## config.mk

```make
export PLATFORM = sky130hd
export DESIGN_NAME = dslope_adc_ctrl
export DESIGN_NICKNAME = d
export VERILOG_FILES = /design/src/rtl/ds_adc_pkg.sv /design/src/rtl/ds_sync.sv /design/src/rtl/ds_phase_cnt.sv /design/src/rtl/ds_sequencer.sv /design/src/rtl/dslope_adc_ctrl.sv
export SDC_FILE = /design/constraint.sdc
export NUM_CORES = 1
export LEC_CHECK = 0
export CAP_MARGIN = 20
export CORE_MARGIN = 2
export CORE_UTILIZATION = 30
export CTS_BUF_LIST = sky130_fd_sc_hd__clkbuf_8
export CTS_CLUSTER_SIZE = 20
export DETAILED_ROUTE_END_ITERATION = 8
export PLACE_DENSITY = 0.55
export SLEW_MARGIN = 20
export SYNTH_ARGS = -nofsm -noshare
export SYNTH_HDL_FRONTEND = slang
export SYNTH_HIERARCHICAL = 1
export SYNTH_SLANG_ARGS = --single-unit
```

## constraint.sdc

```tcl
create_clock -name clk -period 2.1 [get_ports clk]
set_clock_uncertainty 0.1 [all_clocks]
set_input_delay 0.63 -clock clk [delete_from_list [all_inputs] [get_ports clk]]
set_output_delay 0.63 -clock clk [all_outputs]
set_load 0.01 [all_outputs]
```

## src/rtl/ds_adc_pkg.sv

```systemverilog
package ds_adc_pkg;
   typedef enum logic [1:0] {
      PH_IDLE  = 2'd0,
      PH_AZERO = 2'd1,
      PH_INTEG = 2'd2,
      PH_DEINT = 2'd3
   } phase_t;
endpackage

```

## src/rtl/ds_sync.sv

```systemverilog
module ds_sync #(
   parameter int STAGES = 2
) (
   input  logic clk,
   input  logic rst_n,
   input  logic d,
   output logic q
);
   logic [STAGES-1:0] chain;

   generate
      for (genvar i = 0; i < STAGES; i++) begin : g_stage
         if (i == 0) begin : g_first
            always_ff @(posedge clk or negedge rst_n) begin
               if (!rst_n) chain[0] <= 1'b0;
               else        chain[0] <= d;
            end
         end else begin : g_next
            always_ff @(posedge clk or negedge rst_n) begin
               if (!rst_n) chain[i] <= 1'b0;
               else        chain[i] <= chain[i-1];
            end
         end
      end
   endgenerate

   assign q = chain[STAGES-1];
endmodule

```

## src/rtl/ds_phase_cnt.sv

```systemverilog
module ds_phase_cnt #(
   parameter int CW = 8
) (
   input  logic          clk,
   input  logic          rst_n,
   input  logic          clr,
   output logic [CW-1:0] q
);
   always_ff @(posedge clk or negedge rst_n) begin
      if (!rst_n)   q <= '0;
      else if (clr) q <= '0;
      else          q <= q + 1'b1;
   end
endmodule

```

## src/rtl/ds_sequencer.sv

```systemverilog
module ds_sequencer
   import ds_adc_pkg::*;
#(
   parameter int T_CYCLES    = 64,
   parameter int AZ_CYCLES   = 4,
   parameter int MAX_CNT     = 128,
   parameter int SYNC_STAGES = 2,
   parameter int RES_W       = 8,
   parameter int CW          = 8
) (
   input  logic             clk,
   input  logic             rst_n,
   input  logic             start_i,
   input  logic             cmp_s,
   input  logic [CW-1:0]    cnt_q,
   output logic             cnt_clr,
   output phase_t           phase_o,
   output logic [RES_W-1:0] result_o,
   output logic             done_o,
   output logic             overflow_o
);
   localparam logic [CW-1:0] AZ_LAST  = CW'(AZ_CYCLES - 1);
   localparam logic [CW-1:0] INT_LAST = CW'(T_CYCLES - 1);
   localparam logic [CW-1:0] SYNC_LAT = CW'(SYNC_STAGES);
   localparam logic [CW-1:0] LIMIT    = CW'(MAX_CNT + SYNC_STAGES);

   phase_t        phase_q, phase_d;
   logic          zero_hit, limit_hit, finish;
   logic [CW-1:0] corrected;

   // Comparator is stale for SYNC_STAGES cycles after the switch-over.
   assign zero_hit  = (phase_q == PH_DEINT) && (cnt_q >= SYNC_LAT) && !cmp_s;
   assign limit_hit = (phase_q == PH_DEINT) && (cnt_q == LIMIT);
   assign finish    = zero_hit || limit_hit;
   assign corrected = cnt_q - SYNC_LAT;

   always_comb begin
      phase_d = phase_q;
      unique case (phase_q)
         PH_IDLE:  if (start_i)           phase_d = PH_AZERO;
         PH_AZERO: if (cnt_q == AZ_LAST)  phase_d = PH_INTEG;
         PH_INTEG: if (cnt_q == INT_LAST) phase_d = PH_DEINT;
         PH_DEINT: if (finish)            phase_d = PH_IDLE;
         default:                         phase_d = PH_IDLE;
      endcase
   end

   assign cnt_clr = (phase_d != phase_q) || (phase_q == PH_IDLE);

   always_ff @(posedge clk or negedge rst_n) begin
      if (!rst_n) begin
         phase_q    <= PH_IDLE;
         result_o   <= '0;
         done_o     <= 1'b0;
         overflow_o <= 1'b0;
      end else begin
         phase_q <= phase_d;
         done_o  <= finish;
         if ((phase_q == PH_IDLE) && start_i) begin
            overflow_o <= 1'b0;
         end else if (zero_hit) begin
            result_o   <= RES_W'(corrected);
            overflow_o <= 1'b0;
         end else if (limit_hit) begin
            result_o   <= '1;
            overflow_o <= 1'b1;
         end
      end
   end

   assign phase_o = phase_q;
endmodule

```

## src/rtl/dslope_adc_ctrl.sv

```systemverilog
module dslope_adc_ctrl
   import ds_adc_pkg::*;
#(
   parameter int T_CYCLES    = 64,
   parameter int AZ_CYCLES   = 4,
   parameter int MAX_CNT     = 2 * T_CYCLES,
   parameter int SYNC_STAGES = 2,
   parameter int RES_W       = 8
) (
   input  logic             clk,
   input  logic             rst_n,
   input  logic             start_i,
   input  logic             cmp_i,
   output logic             sw_input_o,
   output logic             sw_ref_o,
   output logic             sw_reset_o,
   output logic             busy_o,
   output logic             done_o,
   output logic             overflow_o,
   output logic [RES_W-1:0] result_o
);
   localparam int TOP_A  = (T_CYCLES > AZ_CYCLES) ? T_CYCLES : AZ_CYCLES;
   localparam int TOP_B  = MAX_CNT + SYNC_STAGES;
   localparam int CNT_MX = (TOP_A > TOP_B) ? TOP_A : TOP_B;
   localparam int CW     = $clog2(CNT_MX + 1);

   generate
      if (T_CYCLES < 1) begin : g_bad_t
         $error("T_CYCLES must be at least 1");
      end
      if (AZ_CYCLES < 1) begin : g_bad_az
         $error("AZ_CYCLES must be at least 1");
      end
      if (SYNC_STAGES < 2) begin : g_bad_sync
         $error("SYNC_STAGES must be at least 2");
      end
      if (MAX_CNT >= (2 ** RES_W) - 1) begin : g_bad_w
         $error("RES_W too narrow: full-scale code must exceed MAX_CNT");
      end
   endgenerate

   logic          cmp_s;
   logic          cnt_clr;
   logic [CW-1:0] cnt_q;
   phase_t        phase;

   ds_sync #(.STAGES(SYNC_STAGES)) u_sync (
      .clk   (clk),
      .rst_n (rst_n),
      .d     (cmp_i),
      .q     (cmp_s)
   );

   ds_phase_cnt #(.CW(CW)) u_cnt (
      .clk   (clk),
      .rst_n (rst_n),
      .clr   (cnt_clr),
      .q     (cnt_q)
   );

   ds_sequencer #(
      .T_CYCLES    (T_CYCLES),
      .AZ_CYCLES   (AZ_CYCLES),
      .MAX_CNT     (MAX_CNT),
      .SYNC_STAGES (SYNC_STAGES),
      .RES_W       (RES_W),
      .CW          (CW)
   ) u_seq (
      .clk        (clk),
      .rst_n      (rst_n),
      .start_i    (start_i),
      .cmp_s      (cmp_s),
      .cnt_q      (cnt_q),
      .cnt_clr    (cnt_clr),
      .phase_o    (phase),
      .result_o   (result_o),
      .done_o     (done_o),
      .overflow_o (overflow_o)
   );

   assign sw_input_o = (phase == PH_INTEG);
   assign sw_ref_o   = (phase == PH_DEINT);
   assign sw_reset_o = (phase == PH_IDLE) || (phase == PH_AZERO);
   assign busy_o     = (phase != PH_IDLE);
endmodule

```

Yosys cells after proc, flatten, opt, wreduce, memory -nomap -nowiden --
Cells that the tools add are included.
Storage, ports and cells: flip-flop bits (word level) 22, output and inout bits 14, input port bits 4
Operators by class: bitwise logic cells 1, mux-type cells 11, add/sub/neg operators 2, reduce and logical (&&, ||, !) cells 13, equal/unequal tests 7, order comparisons 1
Operators by type and width (number):
- 8-bit 2-to-1 mux | 3
- 8-bit by 1-bit adder with 8-bit output, second input constant | 1
- 8-bit by 2-bit == test with 1-bit output, second input constant | 1
- 8-bit by 6-bit == test with 1-bit output, second input constant | 1
- 8-bit == test, second input constant | 1
- 8-bit by 2-bit >= comparator with 1-bit output, second input constant | 1
- 2-bit 2-to-1 mux | 4
- 2-bit one-hot mux with 4 select lines | 1
- 8-bit by 2-bit subtractor with 8-bit output, second input constant | 1
- 2-bit == test, second input constant | 2
- 1-bit logical AND | 4
- 2-bit nonzero test | 2
- 1-bit logical OR | 3
- 1-bit 2-to-1 mux | 3
- 3-bit nonzero test | 1
- 2-bit by 1-bit == test with 1-bit output, second input constant | 1
- 2-bit logical NOT | 1
- 2-bit inequality test | 1
- 2-bit AND reduction | 1
- 1-bit logical NOT | 1
- 1-bit NOT | 1

Logic depth before layout (Yosys ltp) --
depth after elaboration 9, depth in mapped cells 8

Modules after synthesis --
Netlist, hierarchy kept.
Modules (own cells, without submodules):
- ds_sequencer | area an instance 713.2 sq um, instances 1, seq. area each 300.3 sq um, cells an instance 75
- ds_phase_cnt | area an instance 352.8 sq um, instances 1, seq. area each 200.2 sq um, cells an instance 34
- ds_sync | area an instance 50.0 sq um, instances 1, seq. area each 50.0 sq um, cells an instance 2
- dslope_adc_ctrl | area an instance 23.8 sq um, instances 1, seq. area each 0.0 sq um, cells an instance 4

Least setup slack after synthesis --
OpenSTA, ideal clock, no wires.
path type register -> register, start register u_cnt.q[3], end register u_cnt.q[2], setup slack 0.152 ns, period minus slack after synthesis 1.948 ns, required time 1.872 ns, setup time 0.128 ns, cell stages (with the launch flop) 9, arrival 1.720 ns, buffers on the path 3, cells stage by stage dfrtp_1 > buf_2 > nor4_4 > a31oi_2 > nor2_2 > buf_6 > a21o_2 > clkbuf_1 > nor2_1
On the way: longest elaborated chain between the ends 9, elaborated cells between the ends (all ways) 15, those cells by class order compare: 1; eq/ne: 4; mux: 5; reduce/logical: 5
RTL lines:
- from (decl) | line ds_phase_cnt.sv:7 | output logic [CW-1:0] q
- from (signal assigned) | line ds_phase_cnt.sv:12 | else q <= q + 1'b1;
- 8-bit by 2-bit >= comparator with 1-bit output | line ds_sequencer.sv:32 | assign zero_hit = (phase_q == PH_DEINT) && (cnt_q >= SYNC_LAT) && !cmp_s;
- 1-bit logical AND (2 in series) | line ds_sequencer.sv:32
- 1-bit logical OR (*) | line ds_sequencer.sv:34 | assign finish = zero_hit || limit_hit;
- via u_seq.finish | line ds_sequencer.sv:28 | logic zero_hit, limit_hit, finish;
- 2-bit 2-to-1 mux (*) | line ds_sequencer.sv:43 | PH_DEINT: if (finish) phase_d = PH_IDLE;
- 2-bit one-hot mux with 4 select lines (*) | line ds_sequencer.sv:39 | unique case (phase_q)
- 2-bit inequality test (*) | line ds_sequencer.sv:48 | assign cnt_clr = (phase_d != phase_q) || (phase_q == PH_IDLE);
- 1-bit logical OR (*) | line ds_sequencer.sv:48
- via cnt_clr | line dslope_adc_ctrl.sv:43 | logic cnt_clr;
- 8-bit 2-to-1 mux (*) | line ds_phase_cnt.sv:11 | else if (clr) q <= '0;
The timed path passes the listed nets; every way through them passes the cells marked *. A chain may end at the register's enable or synchronous reset.

Worst setup path after layout --
start register u_seq.phase_q[1], in the netlist u_seq/phase_o[1], end output sw_reset_o
On the way: longest elaborated chain between the ends 2, elaborated cells between the ends (all ways) 3, those cells by class eq/ne: 1; reduce/logical: 2
RTL lines:
- from (decl) | line ds_sequencer.sv:27 | phase_t phase_q, phase_d;
- from (signal assigned) | line ds_sequencer.sv:57 | phase_q <= phase_d;
- 2-bit by 1-bit == test with 1-bit output / 2-bit logical NOT (equally long branches) | line dslope_adc_ctrl.sv:83 | assign sw_reset_o = (phase == PH_IDLE) || (phase == PH_AZERO);
- 1-bit logical OR (*) | line dslope_adc_ctrl.sv:83
- to (decl) | line dslope_adc_ctrl.sv:16 | output logic sw_reset_o,
Every way passes the cells marked *; elsewhere a longest branch is shown, timed or not.

==> metrics.md <==
| Metric | Value |
|---|---|
| Critical Path RT | `1.37 ns` |
| Core area | `3660 µm²` |
| Reg-to-reg setup timing slack | `between 0.2 and 0.3 ns` |
| Critical path class | `reg -> out` |
| Root Buffer | `clkbuf_8` |
| Least-Margin Pin Slew | `0.521 ns` |
| Leakage | `approximately 0.66 nW` |
| Synth area leader | `dfrtp_1` |
| Post-layout util | `39.9%` |
| Synth cell types | `37` |
| Placed inst area | `about 1400 µm²` |
| # setup viols final | `0` |
| Slew Limit Fails | `0` |
| Post-synth EDFFs | `0` |
| Pre-antenna DRT Iters | `4` |
| Max Cap Viol | `0` |
| Primary FF master, synth | `dfrtp_1` |
| Cell count after synthesis | `~120` |
| Most frequent cell after synthesis | `dfrtp_1` |
| Pwr/cell area | `1470 nW/µm²` |
| GPL Wtd Cong | `between 0.8 and 0.9` |
| Final Cell Area | `1460 µm²` |
| Die width | `about 66 µm` |
| Relative max-transition margin | `roughly two thirds` |
| FF-to-FF path depth | `5` |
| Worst-Skew Late Latency | `0.27 ns` |
| Ys Warns | `6` |
| GRT Util Overall | `12.6%` |
| Routed Wire Length | `2.46 mm` |
| Final Cycle Share | `94.3%` |
| Worst-path fanout max | `5` |
| Crit end category | `output port` |
| ANT cells | `0` |
| Fmax | `~500 MHz` |
| RSZ-0062 raised after global routing | `false` |
| Share of cells above drive strength 1 | `between 10% and 20%` |
| CTS sink cnt | `22` |
| Type of the tightest min-delay check | `reg -> reg` |
| H-tree levels | `1` |
| Status | `finished, final reports clean` |
| Synth area leaders | `dfrtp_1 (48%), a2bb2oi_1 (6.9%), nand3_1 (3.1%)` |
| Placed insts | `roughly 180` |
| Post-synth ARST share | `100%` |
| Placement Rows | `22` |
| Mean Syn Cell Area | `~10 µm²` |
| Setup TNS | `0 ns` |
| Worst IR drop on VDD | `0.000573 V` |
| Initial antenna violation count | `0` |
| Area grow syn2layout | `28.1%` |
| Post-CTS Hold Fix Bufs | `0` |
| Crit path time final | `1.98 ns` |
| Nets | `146` |
| Via-to-Cell Ratio | `4.95` |
| CTS tree | `built` |
| Via count | `926` |
| Starting density of the core | `31.1%` |
| DR DRC count | `0` |
| Hold Fails Final Rpt | `0` |
| Worst Setup Start Kind | `flop` |
| FF+latch count, synth | `22` |
| DRT antenna net count | `0` |
| Worst flop-to-flop path endpoint | `u_seq/result_o[3]` |
| Initial drt markers | `18` |
| Reg2Reg Launch Point | `u_cnt/q[5]` |
| First-pass GRT wire length | `4.18 mm` |
| PortBufs | `17` |
| Synthesized area | `1140 µm²` |
| Io pins | `18` |
| Crit path launch | `u_seq/phase_o[1]` |
| Clock slew at the register clock pins of the worst setup and hold paths | `0.08 ns` |
| Vias in the first global route | `889` |
| CTS Buf Count | `3` |
| CP endpoint | `sw_reset_o` |
| CTS Buffer Depth | `2` |
| Routed wire per std cell | `13.2 µm` |
| Die Span Y | `65.6 µm` |
| Largest net degree at the start of global routing | `23` |
| Register area share after synthesis | `48.3%` |
| Post-DP HPWL | `1.70 mm` |
| Top cell type's share of synthesized area | `roughly 48%` |
| Syn nets | `between 100 and 150` |
| Grt ovf | `0` |
| Synth top cells by count | `dfrtp_1 (22), a2bb2oi_1 (9), nor2_1 (9)` |
| Final Instance Count excl. Fillers | `187` |
| CP arrival | `1.25 ns` |
| Tot Pwr | `around 2.2 mW` |
| Die area | `roughly 4300 µm²` |
## cells in the final DEF (no fill, tap or decap), drive strengths merged
cell / netlist / routed
clkbuf: 3 / 4
o21a: 1 / 1
a21boi: 1 / 1
and2: 2 / 2
nand2b: 1 / 1
nand4: 2 / 2
nand2: 7 / 7
clkdlybuf4s50: 0 / 14
nand3: 7 / 7
nor2: 10 / 10
a2bb2oi: 9 / 9
dfrtp: 22 / 22
dlygate4sd2: 0 / 1
nor4: 3 / 3
nor3: 4 / 4
inv: 7 / 7
xnor2: 3 / 3
or2: 1 / 1
o2bb2ai: 1 / 1
xor2: 3 / 3
dlymetal6s2s: 0 / 2
nor2b: 2 / 2
ha: 2 / 2
a31oi: 2 / 2
and3: 1 / 1
o21ai: 6 / 6
a211oi: 1 / 1
o41ai: 1 / 1
a21o: 1 / 1
or3: 3 / 3
a21oi: 6 / 6
a221o: 1 / 1
buf: 2 / 8
## report_power, final
| group | total [mW] | internal, mW | switching, mW |
|---|---|---|---|
| sequential | 0.702 | 0.570 | 0.132 |
| combinational | 1.14 | 0.589 | 0.551 |
| clock | 0.308 | 0.167 | 0.141 |
| total | 2.15 | 1.33 | 0.824 |
## how the worst min path moves through the flow
stage | from | endpoint | slack, ns | depth (start not counted)
finish | u_sync/chain[0] | u_sync/q | 0.25 | 0
global route | u_sync/chain[0] | u_sync/q | 0.27 | 0
CTS | u_sync/chain[0] | u_sync/q | 0.26 | 0
detailed placement | u_sync/chain[0] | u_sync/q | 0.24 | 0
global placement | u_sync/chain[0] | u_sync/q | 0.23 | 0
floorplan | rst_n | u_cnt/q[0] | 0.23 | 0
## per-layer routing
layer,up-vias,GRT usage [%],routed length [µm]
met1,444,17.2,1230
met3,5,2.74,93
met2,20,19.4,1100
met4,0,4.95,39
li1,457,-,-
met5,-,0,0
## state kept, by name, summed over array words and instances, names as in the netlist
signal,cells
u_sync/q,1
u_cnt/q,8
u_seq/done_o,1
u_seq/result_o,8
u_sync/chain,1
u_seq/overflow_o,1
u_seq/phase_o,2
## metrics by stage
stage / setup WS (ns) / hold WS [ns]
finish: 0.120 / 0.255
global route: 0.0505 / 0.267
CTS: 0.0230 / 0.258
detailed placement: 0.224 / 0.239
global placement: 0.244 / 0.233
floorplan: 0.152 / 0.231
## critical path, cell delays in order, from the launching register on
cell and delay, ns:
dfrtp_1 0.41, inv_1 0.06, clkdlybuf4s50_1 0.52
## layout make-up
class | count | area, µm²
fill | 350 | 2200
tap | 48 | 60.1
sequential | 22 | 551
clock buffer | 4 | 55.1
timing repair buffer | 25 | 234
inverter | 7 | 26.3
multi-input combinational | 81 | 534
## what timing repair did
item	4_1_cts	5_1_grt
endpoints found under the setup margin	3	2
resized for setup	1	2
cloned	0	0
setup buffers	1	0
endpoints found under the hold margin	0	0
## kinds of logic after synthesis
family,synth area share [%]
AO/OA/AOI/OAI,19.1
adder cells (fa/ha/maj),2.20
buffers and inverters,4.83
AND/OR/NAND/NOR,21.0
XOR/XNOR,4.61
flip-flops,48.3
Power figures use the tool's default switching activity.
